==> src/rtl/rstr_pkg.sv <==
package rstr_pkg;

  typedef enum logic [1:0] {
    RS_ENABLE = 2'd0,
    RS_STATUS = 2'd1,
    RS_CMP_LO = 2'd2,
    RS_CMP_HI = 2'd3
  } rstr_reg_e;

  localparam int unsigned SRC_VSYNC  = 0;
  localparam int unsigned SRC_RASTER = 1;
  localparam int unsigned SRC_EXT0   = 2;

  // next scanline number with wrap at the frame end
  function automatic int unsigned wrap_next(int unsigned cur, int unsigned total);
    return (cur == total - 1) ? 0 : cur + 1;
  endfunction

  // inclusive range test
  function automatic logic in_window(int unsigned v, int unsigned lo, int unsigned hi);
    return (v >= lo) && (v <= hi);
  endfunction

  function automatic logic lines_match(int unsigned a, int unsigned b);
    return a == b;
  endfunction

endpackage

==> src/rtl/rstr_line_ctr.sv <==
module rstr_line_ctr #(
  parameter int unsigned TOTAL  = 525,
  parameter int unsigned LINE_W = 10
) (
  input  logic              clk,
  input  logic              rst_n,
  input  logic              line_stb,
  output logic [LINE_W-1:0] line_q,
  output logic [LINE_W-1:0] line_nx
);

  always_comb begin
    line_nx = LINE_W'(rstr_pkg::wrap_next(32'(line_q), TOTAL));
  end

  always_ff @(posedge clk or negedge rst_n) begin
    if (!rst_n) begin
      line_q <= '0;
    end else if (line_stb) begin
      line_q <= line_nx;
    end
  end

endmodule

==> src/rtl/rstr_status_bits.sv <==
module rstr_status_bits #(
  parameter int unsigned NSRC = 4
) (
  input  logic            clk,
  input  logic            rst_n,
  input  logic [NSRC-1:0] set_mask,
  input  logic [NSRC-1:0] upd_mask,
  input  logic [NSRC-1:0] upd_val,
  input  logic [NSRC-1:0] clr_mask,
  output logic [NSRC-1:0] stat_q
);

  logic [NSRC-1:0] stat_d;

  // per bit priority: set, then strobe update, then clear, then hold
  generate
    for (genvar b = 0; b < NSRC; b++) begin : g_bit
      assign stat_d[b] = set_mask[b] ? 1'b1 :
                         upd_mask[b] ? upd_val[b] :
                         clr_mask[b] ? 1'b0 : stat_q[b];
    end
  endgenerate

  always_ff @(posedge clk or negedge rst_n) begin
    if (!rst_n) begin
      stat_q <= '0;
    end else begin
      stat_q <= stat_d;
    end
  end

endmodule

==> src/rtl/rstr_regs.sv <==
module rstr_regs #(
  parameter int unsigned NSRC  = 4,
  parameter int unsigned CMP_W = 9
) (
  input  logic             clk,
  input  logic             rst_n,
  input  logic             wr_en,
  input  logic [1:0]       addr,
  input  logic [7:0]       wdata,
  input  logic [NSRC-1:0]  stat_q,
  output logic [NSRC-1:0]  en_q,
  output logic [CMP_W-1:0] cmp_q,
  output logic [NSRC-1:0]  clr_mask,
  output logic [7:0]       rdata
);
  import rstr_pkg::*;

  localparam int unsigned HI_W = CMP_W - 8;

  always_ff @(posedge clk or negedge rst_n) begin
    if (!rst_n) begin
      en_q  <= '0;
      cmp_q <= '0;
    end else if (wr_en) begin
      case (addr)
        RS_ENABLE: en_q <= wdata[NSRC-1:0];
        RS_CMP_LO: cmp_q[7:0] <= wdata;
        RS_CMP_HI: cmp_q[CMP_W-1:8] <= wdata[HI_W-1:0];
        default: ;
      endcase
    end
  end

  always_comb begin
    clr_mask = (wr_en && addr == RS_STATUS) ? wdata[NSRC-1:0] : '0;
  end

  always_comb begin
    case (addr)
      RS_ENABLE: rdata = 8'(en_q);
      RS_STATUS: rdata = 8'(stat_q & en_q);
      RS_CMP_LO: rdata = cmp_q[7:0];
      default:   rdata = 8'(cmp_q[CMP_W-1:8]);
    endcase
  end

endmodule

==> src/rtl/rstr_irq_unit.sv <==
module rstr_irq_unit #(
  parameter int unsigned LINES_PER_FRAME = 525,
  parameter int unsigned SYNC_FIRST      = 492,
  parameter int unsigned SYNC_LAST       = 495,
  parameter int unsigned NUM_EXT         = 2,
  parameter int unsigned CMP_W           = 9,
  parameter int unsigned LINE_W          = $clog2(LINES_PER_FRAME)
) (
  input  logic               clk,
  input  logic               rst_n,
  input  logic               line_stb,
  input  logic [NUM_EXT-1:0] ext_set,
  input  logic               reg_we,
  input  logic [1:0]         reg_addr,
  input  logic [7:0]         reg_wdata,
  output logic [7:0]         reg_rdata,
  output logic               irq_o,
  output logic [LINE_W-1:0]  line_o
);
  import rstr_pkg::*;

  localparam int unsigned NSRC = NUM_EXT + 2;

  logic [LINE_W-1:0] line_nx;
  logic [NSRC-1:0]   stat_q;
  logic [NSRC-1:0]   en_q;
  logic [CMP_W-1:0]  cmp_q;
  logic [NSRC-1:0]   clr_mask;
  logic [NSRC-1:0]   set_mask;
  logic [NSRC-1:0]   upd_mask;
  logic [NSRC-1:0]   upd_val;
  logic [NSRC-1:0]   eff_stat;
  logic              vsync_hit;
  logic              raster_hit;

  rstr_line_ctr #(
    .TOTAL (LINES_PER_FRAME),
    .LINE_W(LINE_W)
  ) i_line_ctr (
    .clk     (clk),
    .rst_n   (rst_n),
    .line_stb(line_stb),
    .line_q  (line_o),
    .line_nx (line_nx)
  );

  // conditions evaluated for the line the counter moves to
  assign vsync_hit  = in_window(32'(line_nx), SYNC_FIRST, SYNC_LAST);
  assign raster_hit = lines_match(32'(line_nx), 32'(cmp_q));

  always_comb begin
    upd_mask = '0;
    upd_val  = '0;
    if (line_stb) begin
      upd_mask[SRC_VSYNC]  = 1'b1;
      upd_mask[SRC_RASTER] = 1'b1;
    end
    upd_val[SRC_VSYNC]  = vsync_hit;
    upd_val[SRC_RASTER] = raster_hit;
    set_mask = {ext_set, 2'b00};
  end

  rstr_status_bits #(
    .NSRC(NSRC)
  ) i_status (
    .clk     (clk),
    .rst_n   (rst_n),
    .set_mask(set_mask),
    .upd_mask(upd_mask),
    .upd_val (upd_val),
    .clr_mask(clr_mask),
    .stat_q  (stat_q)
  );

  rstr_regs #(
    .NSRC (NSRC),
    .CMP_W(CMP_W)
  ) i_regs (
    .clk     (clk),
    .rst_n   (rst_n),
    .wr_en   (reg_we),
    .addr    (reg_addr),
    .wdata   (reg_wdata),
    .stat_q  (stat_q),
    .en_q    (en_q),
    .cmp_q   (cmp_q),
    .clr_mask(clr_mask),
    .rdata   (reg_rdata)
  );

  assign eff_stat = stat_q & en_q;
  assign irq_o    = |eff_stat;

endmodule

==> config.mk <==
export PLATFORM = sky130hd
export DESIGN_NAME = rstr_irq_unit
export DESIGN_NICKNAME = d
export VERILOG_FILES = /design/src/rtl/rstr_pkg.sv /design/src/rtl/rstr_line_ctr.sv /design/src/rtl/rstr_status_bits.sv /design/src/rtl/rstr_regs.sv /design/src/rtl/rstr_irq_unit.sv
export SDC_FILE = /design/constraint.sdc
export NUM_CORES = 1
export LEC_CHECK = 0
export ABC_AREA = 1
export BUFFER_PORTS_ARGS = -buffer_cell sky130_fd_sc_hd__buf_4
export CORE_MARGIN = 1
export CORE_UTILIZATION = 50
export CTS_BUF_LIST = sky130_fd_sc_hd__clkbuf_8
export DETAILED_ROUTE_END_ITERATION = 6
export PLACE_DENSITY = 0.83
export RECOVER_POWER = 100
export SKIP_CTS_REPAIR_TIMING = 1
export SYNTH_ARGS = -nofsm -noshare
export SYNTH_HDL_FRONTEND = slang
export SYNTH_SLANG_ARGS = --single-unit
==> constraint.sdc <==
create_clock -name clk -period 2.1 [get_ports clk]
set_input_delay 0 -clock clk [delete_from_list [all_inputs] [get_ports clk]]
set_output_delay 0 -clock clk [all_outputs]
set_load 0.02 [all_outputs]
==> metrics.txt <==
# TYPE chip_impl_metric gauge
chip_impl_metric{name="ant_nets",unit=""} 0
chip_impl_metric{name="edff_count_synth",unit=""} 0
chip_impl_metric{name="timing.final.hold_violations",unit=""} 3
chip_impl_metric{name="place.detailed.instances",unit=""} 293
chip_impl_metric{name="grt_first_pass_wirelength",unit="um"} 6190
chip_impl_metric{name="post-route-min-period",unit="ns"} 1.79
chip_impl_metric{name="core_area",unit="sq mm"} 0.00308
chip_impl_metric{name="synth_area",unit="sq mm"} 0.00163
chip_impl_metric{name="cp_data_required_time",unit="ns"} 2.31
chip_impl_metric{name="finalNonFillerCells",unit=""} 302
chip_impl_metric{name="final_max_slew_viol_count",unit=""} 0
chip_impl_metric{name="antenna-diode-count",unit=""} 0
chip_impl_metric{name="grt_usage",unit=""} 0.233
chip_impl_metric{name="synth-seq-area-share",unit=""} 0.414
chip_impl_metric{name="clock_skew",unit="ns"} 0.00350
chip_impl_metric{name="initial_utilization",unit=""} 0.530
chip_impl_metric{name="power.leakage",unit="nW"} 0.937
chip_impl_info{name="unrepaired_setup_endpoints_after_global_routing",value="no"} 1
chip_impl_info{name="timing_worst_setup_path_type",value="flop to flop"} 1
chip_impl_metric{name="cts.sink_count",unit=""} 27
chip_impl_metric{name="net-switching-power",unit="W"} 0.000765
chip_impl_info{name="synth_area_leaders",value="sky130_fd_sc_hd__dfrtp_1, sky130_fd_sc_hd__nand2_1, sky130_fd_sc_hd__o21ai_0, sky130_fd_sc_hd__inv_1, sky130_fd_sc_hd__nor2_1"} 1
chip_impl_metric{name="drive_above_1_share",unit=""} 0.105
chip_impl_info{name="worstHoldPathType",value="primary input to flop"} 1
chip_impl_metric{name="grt_use_met1",unit=""} 0.327
chip_impl_metric{name="use_met2",unit=""} 0.385
chip_impl_metric{name="post-dp-hpwl",unit="um"} 2810
chip_impl_info{name="cts_root_buffer",value="sky130_fd_sc_hd__clkbuf_8"} 1
chip_impl_metric{name="fin_worst_hold_slack",unit="ns"} -0.0259
chip_impl_metric{name="globalRouteMet3Util",unit=""} 0.0328
chip_impl_metric{name="design.portCount",unit=""} 35
chip_impl_metric{name="post-route-drc-count",unit=""} 0
chip_impl_metric{name="power.density",unit="mW/mm^2"} 923
chip_impl_info{name="tritoncts_clock_tree",value="done"} 1
chip_impl_metric{name="final_min_period_over_clock_period",unit=""} 0.854
chip_impl_metric{name="floorplan.die.width",unit="um"} 59.1
chip_impl_metric{name="grt_pass1_vias",unit=""} 1376
chip_impl_metric{name="clk_pin_slew_worst_paths",unit="ns"} 0.09
chip_impl_metric{name="max_cap_viol_count",unit=""} 0
chip_impl_metric{name="detailedRoute.firstPassIterationCount",unit=""} 4
chip_impl_metric{name="detail_route.wl_per_cell",unit="um"} 12.7
chip_impl_metric{name="finalSetupViolations",unit=""} 0
chip_impl_info{name="critical_path.startpoint_type",value="flop"} 1
chip_impl_metric{name="portBuffers",unit=""} 34
chip_impl_metric{name="syn2layout_area_growth",unit="%"} 16.6
chip_impl_metric{name="synthesized_net_count",unit=""} 238
chip_impl_info{name="synth_top_flop_cell",value="sky130_fd_sc_hd__dfrtp_1"} 1
chip_impl_metric{name="route.final.wire_length",unit="um"} 3840
chip_impl_metric{name="max_slew_margin",unit=""} 0.0373
chip_impl_metric{name="worstSkewPairLatency",unit="ns"} 0.27
chip_impl_metric{name="ir_worst_vdd",unit="mV"} 0.505
chip_impl_metric{name="setup_tns",unit="ns"} 0
chip_impl_metric{name="critical_path.max_fanout",unit=""} 9
chip_impl_metric{name="ys_warn_count",unit=""} 0
chip_impl_metric{name="fmaxAchievable",unit="MHz"} 558
chip_impl_info{name="failed_checks",value="hold timing"} 1
chip_impl_info{name="busiest_layer",value="met2"} 1
chip_impl_metric{name="globalRoute.totalOverflow",unit=""} 0
chip_impl_metric{name="syn_avg_cell_area",unit="sq um"} 7.42
chip_impl_metric{name="tightestPinTransition",unit="ns"} 1.44
chip_impl_metric{name="netlist_instances",unit=""} 220
chip_impl_metric{name="yosys_register_bits",unit=""} 27
chip_impl_metric{name="internal_dissipation",unit="W"} 0.000991
chip_impl_metric{name="num-nets-final",unit=""} 277
chip_impl_metric{name="seqPwrFrac",unit=""} 0.444
chip_impl_info{name="mostFrequentLayoutCell",value="sky130_fd_sc_hd__nand2_1"} 1
chip_impl_metric{name="vias_per_cell",unit=""} 5.19
chip_impl_info{name="setup.worst_path.end_class",value="flop"} 1
chip_impl_metric{name="tritoncts_buffers",unit=""} 3
chip_impl_metric{name="synth_largest_type_area_fraction",unit=""} 0.414
chip_impl_metric{name="postLayoutSetupSlackWorst",unit="ns"} 0.307
chip_impl_metric{name="gp_congestion",unit=""} 0.886
chip_impl_metric{name="p_clk_frac",unit=""} 0.165
chip_impl_metric{name="pre_cts_ws",unit="ns"} 0.428
chip_impl_metric{name="arrival_worst_endpoint",unit="ns"} 2.00
chip_impl_metric{name="vert_die_dim",unit="um"} 59.1
chip_impl_info{name="yosys.area.top_type",value="sky130_fd_sc_hd__dfrtp_1"} 1
chip_impl_metric{name="synth.distinct_cells",unit=""} 30
chip_impl_metric{name="drt_initial_violations",unit=""} 107
chip_impl_metric{name="dr_total_vias",unit=""} 1567
chip_impl_info{name="final_cell_mix",value="sky130_fd_sc_hd__nand2_1, sky130_fd_sc_hd__dfrtp_1, sky130_fd_sc_hd__inv_1, sky130_fd_sc_hd__nor2_1"} 1
chip_impl_info{name="run_status",value="complete, but fails checks"} 1
chip_impl_metric{name="grt_start_max_net_pins",unit=""} 28
chip_impl_metric{name="floorplan.die_area",unit="sq mm"} 0.00350
chip_impl_metric{name="switching_share",unit=""} 0.436
chip_impl_metric{name="grt_antenna_before_repair",unit=""} 0
chip_impl_metric{name="share_comb_of_total_power",unit=""} 0.391
chip_impl_metric{name="placement_rows",unit=""} 20
chip_impl_metric{name="cts-root-to-sink-buffers",unit=""} 2
chip_impl_metric{name="synthArstFlopShare",unit=""} 1.00
chip_impl_metric{name="cts.htree.levels",unit=""} 1
-- flip-flops by register name (all words and copies together) (netlist names) --
register and flops:
i_line_ctr.line_q 10, i_regs.en_q 4, i_status.stat_q 4, i_regs.cmp_q 9
-- path summary, 6_finish.rpt --
check,startpoint,depth (start not counted),slack (ns),to
max,i_line_ctr.line_q[0],9,0.31,i_status.stat_q[0]
min,reg_wdata[4],3,-0.03,i_regs.cmp_q[4]
max reg2reg,i_line_ctr.line_q[0],9,0.31,i_status.stat_q[0]
min reg2reg,i_status.stat_q[3],2,0.52,i_status.stat_q[3]
max in group asynchronous,rst_n,2,0.66,i_line_ctr.line_q[8]
min in group asynchronous,rst_n,2,0.59,i_regs.cmp_q[4]
-- logic make-up (layout without fill, tap and decap cells) --
group                    after synthesis  after routing  synth area share
AND/OR/NAND/NOR                      119            119             0.329
AO/OA/AOI/OAI                         37             37             0.137
buffers and inverters                 32             70            0.0843
flip-flops                            27             27             0.414
XOR/XNOR                               3              3            0.0207
adder cells (fa/ha/maj)                2              2            0.0153
-- layout make-up --
class                      count  area, sq um
multi-input combinational    161          800
clock inverter                 1         3.75
fill                         315         1170
tap                           44         55.1
clock buffer                   3         41.3
timing repair buffer          39          226
inverter                      27          101
sequential                    27          676
-- stage by stage --
stage	area (sq um)	power, W	util	hold slack, ns
2_1_floorplan	1630	0.00130	-	-0.296
3_3_place_gp	1910	0.00153	0.620	-0.0694
3_5_place_dp	1910	0.00154	0.620	-0.0676
4_1_cts	1950	0.00183	0.634	-0.361
5_1_grt	1900	0.00188	0.618	0.00641
6_report	1900	0.00176	0.618	-0.0259
-- cells in the mapped netlist (all sizes together) (2+ instances only) --
library cell   n
ha             2
dfrtp         27
xnor2          2
o21bai         4
a21oi          6
o221ai         2
buf            4
nand2         69
inv           26
nand3         18
o21ai         21
nand4          4
o211ai         4
nor2          25
-- metal layers --
metal / up-vias / share of wire
met1: 727 / 0.46
met3: 4 / 0.045
met4: 0 / 0.0063
met5: - / 0
met2: 50 / 0.49
li1: 786 / -
-- power groups by stage --
stage	Clock (W)	Combinational [W]	Sequential [W]
after floorplan	0	0.000501	0.000796
after global placement	0	0.000747	0.000784
after detailed placement	0	0.000755	0.000789
after CTS	0.000294	0.000760	0.000779
after global routing	0.000318	0.000759	0.000798
final	0.000290	0.000687	0.000779
-- worst max-delay path, cell delays in order, from the launching register on --
cell and delay [ns]:
sky130_fd_sc_hd__dfrtp_1 0.45, sky130_fd_sc_hd__inv_1 0.10, sky130_fd_sc_hd__ha_1 0.21, sky130_fd_sc_hd__nand2_1 0.08, sky130_fd_sc_hd__nor2_2 0.03, sky130_fd_sc_hd__nand3_1 0.26, sky130_fd_sc_hd__nand2_1 0.13, sky130_fd_sc_hd__nor4_1 0.28
sky130_fd_sc_hd__nand3_1 0.11, sky130_fd_sc_hd__nand2_1 0.07
Note: power is estimated with default switching activity, not from simulation.
